[src/rtl/sup_pkg.sv]
package sup_pkg;
  typedef enum logic [2:0] {
    A_CTRL   = 3'd0,
    A_UNLOCK = 3'd1,
    A_UPR    = 3'd2,
    A_PERIOD = 3'd3,
    A_DEAD   = 3'd4,
    A_DUTY   = 3'd5
  } sup_addr_e;

  typedef enum logic [1:0] {
    M_MANUAL = 2'd0,
    M_AUTO   = 2'd1,
    M_DMA    = 2'd2,
    M_SPARE  = 2'd3
  } sup_mode_e;
endpackage

[src/rtl/sup_upd_counter.sv]
module sup_upd_counter #(
  parameter int UPW = 4
) (
  input  logic           clk,
  input  logic           rst,
  input  logic           clr,
  input  logic           run,
  input  logic           pe,
  input  logic           upr_we,
  input  logic [UPW-1:0] upr_val,
  output logic           hit
);
  logic [UPW-1:0] upr_sh, upr_act, cnt;

  assign hit = run && pe && (cnt >= upr_act);

  always_ff @(posedge clk) begin
    if (rst) begin
      upr_sh  <= '0;
      upr_act <= '0;
      cnt     <= '0;
    end else begin
      if (upr_we) upr_sh <= upr_val;
      if (pe) upr_act <= upr_sh;
      if (clr) cnt <= '0;
      else if (run && pe) cnt <= hit ? '0 : cnt + 1'b1;
    end
  end

  p_wrap_to_zero_r4: assert property (@(posedge clk) disable iff (rst)
    (hit && !clr) |=> (cnt == '0));
  p_clear_on_ctrl_r10: assert property (@(posedge clk) disable iff (rst)
    clr |=> (cnt == '0));
  p_upr_follows_r5: assert property (@(posedge clk) disable iff (rst)
    (pe && !upr_we) |=> (upr_act == upr_sh));
endmodule

[src/rtl/sup_shadow_bank.sv]
module sup_shadow_bank #(
  parameter int NCH = 4,
  parameter int VW  = 16,
  localparam int CHW = (NCH > 1) ? $clog2(NCH) : 1
) (
  input  logic              clk,
  input  logic              rst,
  input  logic              per_we,
  input  logic              dead_we,
  input  logic [CHW-1:0]    wr_ch,
  input  logic [VW-1:0]     wr_val,
  input  logic              duty_we,
  input  logic [CHW-1:0]    duty_ch,
  input  logic [VW-1:0]     duty_val,
  input  logic              ld_pd,
  input  logic              ld_duty,
  output logic [NCH*VW-1:0] act_period,
  output logic [NCH*VW-1:0] act_dead,
  output logic [NCH*VW-1:0] act_duty
);
  for (genvar i = 0; i < NCH; i++) begin : g_ch
    logic [VW-1:0] sh_per, sh_dead, sh_duty;
    logic [VW-1:0] ac_per, ac_dead, ac_duty;

    always_ff @(posedge clk) begin
      if (rst) begin
        sh_per  <= '0;
        sh_dead <= '0;
        sh_duty <= '0;
        ac_per  <= '0;
        ac_dead <= '0;
        ac_duty <= '0;
      end else begin
        if (ld_pd) begin
          ac_per  <= sh_per;
          ac_dead <= sh_dead;
        end
        if (ld_duty) ac_duty <= sh_duty;
        if (per_we  && wr_ch   == CHW'(i)) sh_per  <= wr_val;
        if (dead_we && wr_ch   == CHW'(i)) sh_dead <= wr_val;
        if (duty_we && duty_ch == CHW'(i)) sh_duty <= duty_val;
      end
    end

    assign act_period[i*VW +: VW] = ac_per;
    assign act_dead[i*VW +: VW]   = ac_dead;
    assign act_duty[i*VW +: VW]   = ac_duty;
  end
endmodule

[src/rtl/sup_dma_req.sv]
module sup_dma_req (
  input  logic clk,
  input  logic rst,
  input  logic trig,
  input  logic msync,
  input  logic match,
  input  logic ack,
  output logic req
);
  logic arm;
  logic gate;

  assign gate = !msync || match;

  always_ff @(posedge clk) begin
    if (rst) begin
      arm <= 1'b0;
      req <= 1'b0;
    end else begin
      arm <= trig || (arm && !gate);
      req <= (req && !ack) || (arm && gate);
    end
  end

  p_req_held_r7: assert property (@(posedge clk) disable iff (rst)
    (req && !ack) |=> req);
  p_req_needs_match_r8: assert property (@(posedge clk) disable iff (rst)
    (!req && msync && !match) |=> !req);
endmodule

[src/rtl/sync_pwm_update_ctrl.sv]
module sync_pwm_update_ctrl #(
  parameter int NCH  = 4,
  parameter int VW   = 16,
  parameter int UPW  = 4,
  parameter int NCMP = 8,
  localparam int CHW = (NCH > 1) ? $clog2(NCH) : 1,
  localparam int CSW = (NCMP > 1) ? $clog2(NCMP) : 1
) (
  input  logic              clk,
  input  logic              rst,
  input  logic              wr_en,
  input  logic [2:0]        wr_addr,
  input  logic [CHW-1:0]    wr_ch,
  input  logic [VW-1:0]     wr_data,
  input  logic              dma_wr_en,
  input  logic [CHW-1:0]    dma_ch,
  input  logic [VW-1:0]     dma_data,
  output logic              dma_req,
  input  logic              dma_ack,
  input  logic [NCMP-1:0]   cmp_match,
  input  logic              period_end,
  output logic              ld_pd,
  output logic              ld_duty,
  output logic              unlock_pend,
  output logic [NCH*VW-1:0] act_period,
  output logic [NCH*VW-1:0] act_dead,
  output logic [NCH*VW-1:0] act_duty
);
  import sup_pkg::*;

  logic [1:0]     mode_q;
  logic           msync_q;
  logic [CSW-1:0] csel_q;
  logic           unlock_q;

  logic wr_ctrl, wr_unl, wr_upr, wr_per, wr_dead, wr_duty;
  logic is_dma, is_auto, cnt_hit, ld_pd_c, ld_duty_c;
  logic           duty_we;
  logic [CHW-1:0] duty_ch;
  logic [VW-1:0]  duty_val;

  assign wr_ctrl = wr_en && (wr_addr == A_CTRL);
  assign wr_unl  = wr_en && (wr_addr == A_UNLOCK) && wr_data[0];
  assign wr_upr  = wr_en && (wr_addr == A_UPR);
  assign wr_per  = wr_en && (wr_addr == A_PERIOD);
  assign wr_dead = wr_en && (wr_addr == A_DEAD);
  assign wr_duty = wr_en && (wr_addr == A_DUTY);

  assign is_dma  = (mode_q == M_DMA);
  assign is_auto = (mode_q == M_AUTO) || (mode_q == M_DMA);

  assign ld_pd_c   = period_end && unlock_q;
  assign ld_duty_c = is_auto ? cnt_hit : ld_pd_c;

  always_comb begin
    if (is_dma) begin
      duty_we  = dma_wr_en;
      duty_ch  = dma_ch;
      duty_val = dma_data;
    end else begin
      duty_we  = wr_duty;
      duty_ch  = wr_ch;
      duty_val = wr_data;
    end
  end

  always_ff @(posedge clk) begin
    if (rst) begin
      mode_q   <= M_MANUAL;
      msync_q  <= 1'b0;
      csel_q   <= '0;
      unlock_q <= 1'b0;
      ld_pd    <= 1'b0;
      ld_duty  <= 1'b0;
    end else begin
      if (wr_ctrl) begin
        mode_q  <= wr_data[1:0];
        msync_q <= wr_data[2];
        csel_q  <= wr_data[4 +: CSW];
      end
      if (wr_unl) unlock_q <= 1'b1;
      else if (ld_pd_c) unlock_q <= 1'b0;
      ld_pd   <= ld_pd_c;
      ld_duty <= ld_duty_c;
    end
  end

  assign unlock_pend = unlock_q;

  sup_upd_counter #(.UPW(UPW)) u_cnt (
    .clk(clk), .rst(rst), .clr(wr_ctrl), .run(is_auto), .pe(period_end),
    .upr_we(wr_upr), .upr_val(wr_data[UPW-1:0]), .hit(cnt_hit)
  );

  sup_shadow_bank #(.NCH(NCH), .VW(VW)) u_bank (
    .clk(clk), .rst(rst), .per_we(wr_per), .dead_we(wr_dead),
    .wr_ch(wr_ch), .wr_val(wr_data), .duty_we(duty_we), .duty_ch(duty_ch),
    .duty_val(duty_val), .ld_pd(ld_pd_c), .ld_duty(ld_duty_c),
    .act_period(act_period), .act_dead(act_dead), .act_duty(act_duty)
  );

  sup_dma_req u_dma (
    .clk(clk), .rst(rst), .trig(ld_duty_c && is_dma), .msync(msync_q),
    .match(cmp_match[csel_q]), .ack(dma_ack), .req(dma_req)
  );

  p_pd_only_at_boundary_r2: assert property (@(posedge clk) disable iff (rst)
    ld_pd |-> $past(period_end));
  p_unlock_clears_r2: assert property (@(posedge clk) disable iff (rst)
    (ld_pd && !$past(wr_unl)) |-> !unlock_pend);
  p_pd_stable_r2: assert property (@(posedge clk) disable iff (rst)
    !ld_pd |-> ($stable(act_period) && $stable(act_dead)));
  p_duty_stable_r4: assert property (@(posedge clk) disable iff (rst)
    !ld_duty |-> $stable(act_duty));
  p_manual_duty_with_pd_r3: assert property (@(posedge clk) disable iff (rst)
    (!is_auto && !$past(wr_ctrl)) |-> (ld_duty == ld_pd));
endmodule

[config.mk]
export PLATFORM = sky130hd
export DESIGN_NAME = sync_pwm_update_ctrl
export DESIGN_NICKNAME = d
export VERILOG_FILES = /design/src/rtl/sup_pkg.sv /design/src/rtl/sup_upd_counter.sv /design/src/rtl/sup_shadow_bank.sv /design/src/rtl/sup_dma_req.sv /design/src/rtl/sync_pwm_update_ctrl.sv
export SDC_FILE = /design/constraint.sdc
export NUM_CORES = 1
export LEC_CHECK = 0
export ABC_CLOCK_PERIOD_IN_PS = 2600
export BUFFER_PORTS_ARGS = -buffer_cell sky130_fd_sc_hd__buf_2
export CAP_MARGIN = 10
export CORE_MARGIN = 2
export CORE_UTILIZATION = 56
export DETAILED_ROUTE_END_ITERATION = 16
export MAX_ROUTING_LAYER = met4
export PLACE_DENSITY_LB_ADDON = 0.1
export SLEW_MARGIN = 40
export SYNTH_ARGS = -nofsm -noshare
export SYNTH_HDL_FRONTEND = slang
export SYNTH_SLANG_ARGS = --single-unit
export TNS_END_PERCENT = 1
[constraint.sdc]
create_clock -name clk -period 2.6 [get_ports clk]
set_clock_uncertainty 0.05 [all_clocks]
set_input_delay 0.13 -clock clk [delete_from_list [all_inputs] [get_ports clk]]
set_output_delay 0.13 -clock clk [all_outputs]
set_load 0.05 [all_outputs]
==> results.toml, run 1 <==
[pwr]
power_switching_mw = 2.80
p_leak_nw = 7.26
clkPwrFrac = 0.463
switching_share = 0.220
p_comb_frac = 0.042
p_int_mw = 9.92
vdd_drop_max_v = 0.000503
power_density_nw_per_um2 = 699
seqPwrFrac = 0.495

[drt]
dr.pass1.iters = 5
top_layer = "met4"
viasPerCell = 5.57
drt_wl_total_microns = 41500
wl_met2_microns = 19500
wl_per_cell_microns = 18.2
route.detailed.drc = 0
drtIter0Drc = 992
vias = 12700
ant_nets = 0
met3_length_microns = 2760
drt-met1-wl_microns = 18000

[placement]
place_ws_ns = 0.412
dp_hpwl_microns = 26600
port_buffers = 248
gp_congestion = 0.862

[timing]
fin_crit_ns = 2.23
report.final.setup_viol = 0
finalHoldViolations = 0
worst_slack_ns = 0.372
finalSetupTns_ns = 0
worst_slew_pin_slew_ns = 0.769
timing.final.crit_share = 0.857
drv_slew = 0
max_freq_mhz = 449
relSlewSlack = 0.487
rsz0062_at_grt = "false"

[clocking]
cts_max_path_buffers = 3
htreeDepth = 2
root_buffer = "clkbuf_16"
cts_made_buffers = 42
ctsResizeCount = 0
cts_sinks = 407
clock_latency_ns = 0.53
clkSlewWorstSetupHoldPaths_ns = 0.06
cts_tree = "done"

[floorplanning]
initial_utilization = 0.566
die_y_microns = 169
die-area_sq_um = 28400
die_x_microns = 169
core-area_sq_um = 26800
ioPinCount = 249
row_count = 60

[yosys]
seq_area_frac_synth = 0.537
synth-main-ff-cell = "dfxtp_1"
syn_area_per_cell_sq_um = 8.87
yosys_register_bits = 407
synth_nets = 1770
netlist_instances = 1711
yosys_warnings = 0
ys_types = 45
synth_edf_count = 0
syn_area_sq_um = 15200
async_reset_ff_frac = 0

[run_status]
run_status = "completed"

[global_routing]
grt.overflow.total = 0
grt_start_max_net_pins = 131
grt_pass1_vias = 11600
track_usage = 0.292
grt_pass1_wl_microns = 63700
antenna_found_initial = 3

[worst_setup_path]
path_class = "register to register"
endpoint_kind = "register"
cp_max_fo = 32
required_ns = 2.98
start_kind = "register"
critPathArrivalTime_ns = 2.61

[finish]
syn_to_final_growth_pct = 20.0
layout.nets = 1957
layout_common_cells = "407 x dfxtp_1, 362 x nand2_1, 310 x a21oi_1"
final_common_cell = "dfxtp_1"
drive_gt1_frac = 0.225
n_fill_cell = 2196

[run]
max-cap-violations = 0

[min_path]
hp-class = "input port to register"
flip-flops by register name (all words and copies together) (netlist names):
signal               cells
ld_pd                    1
u_bank.g_ch.ac_dead     64
u_dma.arm                1
mode_q                   2
u_bank.g_ch.sh_duty     64
msync_q                  1
ld_duty                  1
u_cnt.upr_act            4
u_bank.g_ch.sh_per      64
u_dma.req                1
csel_q                   3
u_cnt.cnt                4
u_bank.g_ch.ac_per      64
u_cnt.upr_sh             4
unlock_pend              1
u_bank.g_ch.sh_dead     64
u_bank.g_ch.ac_duty     64
logic make-up (layout without fill, tap and decap cells):
group | after synthesis | count (layout) | share of synthesized area
AOI/OAI and AO/OA | 448 | 448 | 0.181
xor gates and xnor gates | 3 | 3 | 0.00173
DFF | 407 | 407 | 0.537
and+or+nand+nor | 564 | 564 | 0.153
buffers and inverters | 168 | 387 | 0.0456
muxes | 115 | 115 | 0.0770
adders and majority gates | 6 | 6 | 0.00495
other | 0 | 3 | 0
power by group through the flow:
| stage | logic (mW) | clock network, mW | registers, mW |
|---|---|---|---|
| 3_5_place_dp | 0.506 | 0 | 6.43 |
| 3_3_place_gp | 0.501 | 0 | 6.43 |
| 4_1_cts | 0.528 | 5.97 | 6.30 |
| 6_report | 0.536 | 5.90 | 6.30 |
| 5_1_grt | 0.567 | 6.22 | 6.30 |
| 2_1_floorplan | 0.292 | 0 | 6.43 |
per-stage QoR:
step	cells	util	hold WS (ns)	power (mW)	area, sq um
after global placement	2178	0.621	0.386	6.93	16700
after detailed placement	2178	0.621	0.391	6.94	16700
after CTS	2271	0.679	0.00817	12.8	18200
final	2274	0.680	0.0252	12.7	18200
after floorplan	1711	-	0.296	6.72	15200
after global routing	2274	0.680	0.0175	13.1	18200
cell usage after synthesis, types with 2 or more instances:
cell type	instances	area, sq um
a211oi_1	59	443
a21bo_2	64	641
a21oi_1	311	1560
buf_1	6	22.5
buf_2	18	90.1
buf_4	4	30.0
buf_6	3	33.8
clkbuf_1	128	480
dfxtp_1	407	8150
ha_1	6	75.1
inv_1	8	30.0
mux2i_1	112	1120
nand2_1	364	1370
nand2b_1	2	12.5
nand3_1	70	350
nand3b_1	3	22.5
nor2_1	106	398
nor2_4	2	22.5
nor2b_1	2	12.5
nor3b_1	3	22.5
nor4bb_1	2	20.0
o211ai_1	2	15.0
o21a_1	2	15.0
o21ai_0	5	25.0
xor2_1	2	17.5
repair_timing:
item                                    in CTS  in global routing
endpoints found under the setup margin       0                  0
hold endpoints to repair                    37                  0
buffers inserted                             0                  0
hold buffers                                17                  0
area by class of cell:
cell class              count  area (sq um)  area share
repair buffers            303          1830       0.101
clock buffers              67          1330      0.0730
clock inverters             9          50.0     0.00275
inverters                   8          30.0     0.00165
well taps                 341           427      0.0234
flip-flops and latches    407          8150       0.447
diodes                      3          7.51    0.000412
multi-input cells        1136          6390       0.351
path summary, 6_finish.rpt:
| kind | end | depth (start not counted) | slack [ns] | from |
|---|---|---|---|---|
| worst min register to register | u_bank.g_ch[0].ac_per[3] | 2 | 0.40 | u_bank.g_ch[0].sh_per[3] |
| worst max-delay path | u_bank.g_ch[1].sh_duty[6] | 7 | 0.37 | mode_q[0] |
| worst max register to register | u_bank.g_ch[1].sh_duty[6] | 7 | 0.37 | mode_q[0] |
| worst min-delay path | u_bank.g_ch[3].sh_per[13] | 3 | 0.03 | wr_data[13] |
layer usage:
metal | global-route usage | vias up
met2 | 0.463 | 422
met4 | 0.0960 | 0
met1 | 0.379 | 5990
met3 | 0.0556 | 88
li1 | - | 6157
met5 | - | -
worst max-delay path, cell delays in order (launching register included):
cell,delay (ns)
dfxtp_1,0.30
inv_1,0.05
ha_1,0.29
or4b_4,0.60
o21ai_4,0.13
buf_4,0.32
a21oi_1,0.12
a211oi_1,0.25
Power figures use the tool's default switching activity.
==> run 2, diff against run 1 <==
Settings changed: PLACE_DENSITY from default to 0.86, PLACE_DENSITY_LB_ADDON 0.1 to default, REMOVE_ABC_BUFFERS from default to 1.
==> run 2 against run 1 <==
Net effect: register-to-register slack gained 0.05 ns; first-iteration DRC count grew 8.4%; sequential share of layout area is essentially flat; worst hold slack lost 0.017 ns; clock power grew 3%.
==> results.toml, run 2 (synthesis results as in run 1) <==
[global_routing]
grt.overflow.total = 0
grt_start_max_net_pins = 131
track_usage = 0.278
antenna_found_initial = 3
grt_pass1_vias = 12100
grt_pass1_wl_microns = 62600

[floorplanning]
row_count = 60
core-area_sq_um = 26800
die-area_sq_um = 28400
die_x_microns = 169
initial_utilization = 0.566
die_y_microns = 169
ioPinCount = 249

[timing]
rsz0062_at_grt = "false"
max_freq_mhz = 459
timing.final.crit_share = 0.838
report.final.setup_viol = 0
finalHoldViolations = 0
worst_slew_pin_slew_ns = 0.728
relSlewSlack = 0.515
worst_slack_ns = 0.421
fin_crit_ns = 2.18
drv_slew = 0

[clocking]
cts_max_path_buffers = 3
cts_tree = "done"
htreeDepth = 2
clkSlewWorstSetupHoldPaths_ns = 0.06
cts_sinks = 407
cts_made_buffers = 40
clock_latency_ns = 0.51
root_buffer = "clkbuf_16"
ctsResizeCount = 0
post-cts-setup-buffers = 0
hold_buffers = 19

[min_path]
min_from = "rst"
hp-class = "input port to register"
worstHoldPathCells = 2
min_to = "u_bank.g_ch[1].sh_dead[13]"

[worst_setup_path]
crit_slowest_cell = "or4b_4"
rr_worst_depth = 7
cp_max_fo = 32
crit_path_cell_trace = "inv_1 > ha_1 > or4b_4 > o21ai_4 > buf_4 > a21oi_1 > a211oi_1"
slowest_delay_ns = 0.57
r2r_start = "mode_q[0]"
required_ns = 2.97
critPathArrivalTime_ns = 2.55
path_buf_inv = 2
path_class = "register to register"
rrSetupSlack_ns = 0.42
r2r_end = "u_bank.g_ch[0].sh_duty[11]"
critical_path.top_delay_family = "simple AND/OR/NAND/NOR gates"
start_kind = "register"
endpoint_kind = "register"

[pwr]
p_leak_nw = 7.26
power_density_nw_per_um2 = 705
total_power_mw = 12.9
vdd_drop_max_v = 0.000540

[finish]
drive_gt1_frac = 0.222
layout_common_cells = "407 x dfxtp_1, 363 x nand2_1, 310 x a21oi_1"
n_fill_cell = 2048
layout.nets = 1952
final_common_cell = "dfxtp_1"
syn_to_final_growth_pct = 20.1

[run_status]
run_status = "completed"

[placement]
place_ws_ns = 0.453
port_buffers = 248
gp_congestion = 0.835
dp_hpwl_microns = 24600

[drt]
drt_wl_total_microns = 39700
viasPerCell = 5.71
drtIter0Drc = 1075
vias = 12900
dr.pass1.iters = 6
ant_nets = 0
route.detailed.drc = 0
wl_per_cell_microns = 17.5

[run]
max-cap-violations = 0
## run 2: metrics by stage
stage | setup TNS [ns] | hold slack (ns) | utilization | std cells | cell area, sq um
finish | 0 | 0.00846 | 0.680 | 2269 | 18200
global route | 0 | 0.0471 | 0.680 | 2268 | 18200
CTS | 0 | 0.00682 | 0.680 | 2265 | 18200
detailed placement | 0 | 0.393 | 0.620 | 2173 | 16600
global placement | 0 | 0.385 | 0.620 | 2173 | 16600
floorplan | -564.01 | 0.145 | - | 1551 | 14500
## run 2: area by class of cell
| class | instances | area [sq um] | share of cell area |
|---|---|---|---|
| clock buffer | 58 | 1190 | 0.0654 |
| inverter | 8 | 30.0 | 0.00165 |
| clock inverter | 15 | 218 | 0.0119 |
| timing repair buffer | 300 | 1810 | 0.0995 |
| antenna | 4 | 10.0 | 0.000549 |
| multi-input combinational | 1136 | 6390 | 0.350 |
| sequential | 407 | 8150 | 0.447 |
| tap | 341 | 427 | 0.0234 |
## run 2: routing by layer
| metal | global-route usage | vias to the layer above | share of wire |
|---|---|---|---|
| li1 | - | 6152 | - |
| met1 | 0.358 | 6150 | 0.42 |
| met2 | 0.446 | 562 | 0.48 |
| met3 | 0.0404 | 82 | 0.075 |
| met4 | 0.104 | 0 | 0.028 |
| met5 | - | - | 0 |
## run 2: report_power, final
group / switching, mW / internal, mW / total (mW)
Combinational: 0.339 / 0.149 / 0.488
Clock: 2.38 / 3.69 / 6.07
Sequential: 0.0229 / 6.27 / 6.30
## run 2: worst max-delay path by stage
| stage | slack, ns | end | from | cells past startpoint |
|---|---|---|---|---|
| 2_1_floorplan | -3.55 | u_bank.g_ch[0].ac_duty[0] | unlock_pend | 4 |
| 3_3_place_gp | 0.56 | u_bank.g_ch[0].sh_duty[12] | mode_q[0] | 6 |
| 3_5_place_dp | 0.45 | u_bank.g_ch[0].sh_duty[11] | mode_q[0] | 7 |
| 4_1_cts | 0.44 | u_bank.g_ch[0].sh_duty[11] | mode_q[0] | 7 |
| 5_1_grt | 0.33 | u_bank.g_ch[0].sh_duty[11] | mode_q[0] | 7 |
| 6_report | 0.42 | u_bank.g_ch[0].sh_duty[11] | mode_q[0] | 7 |
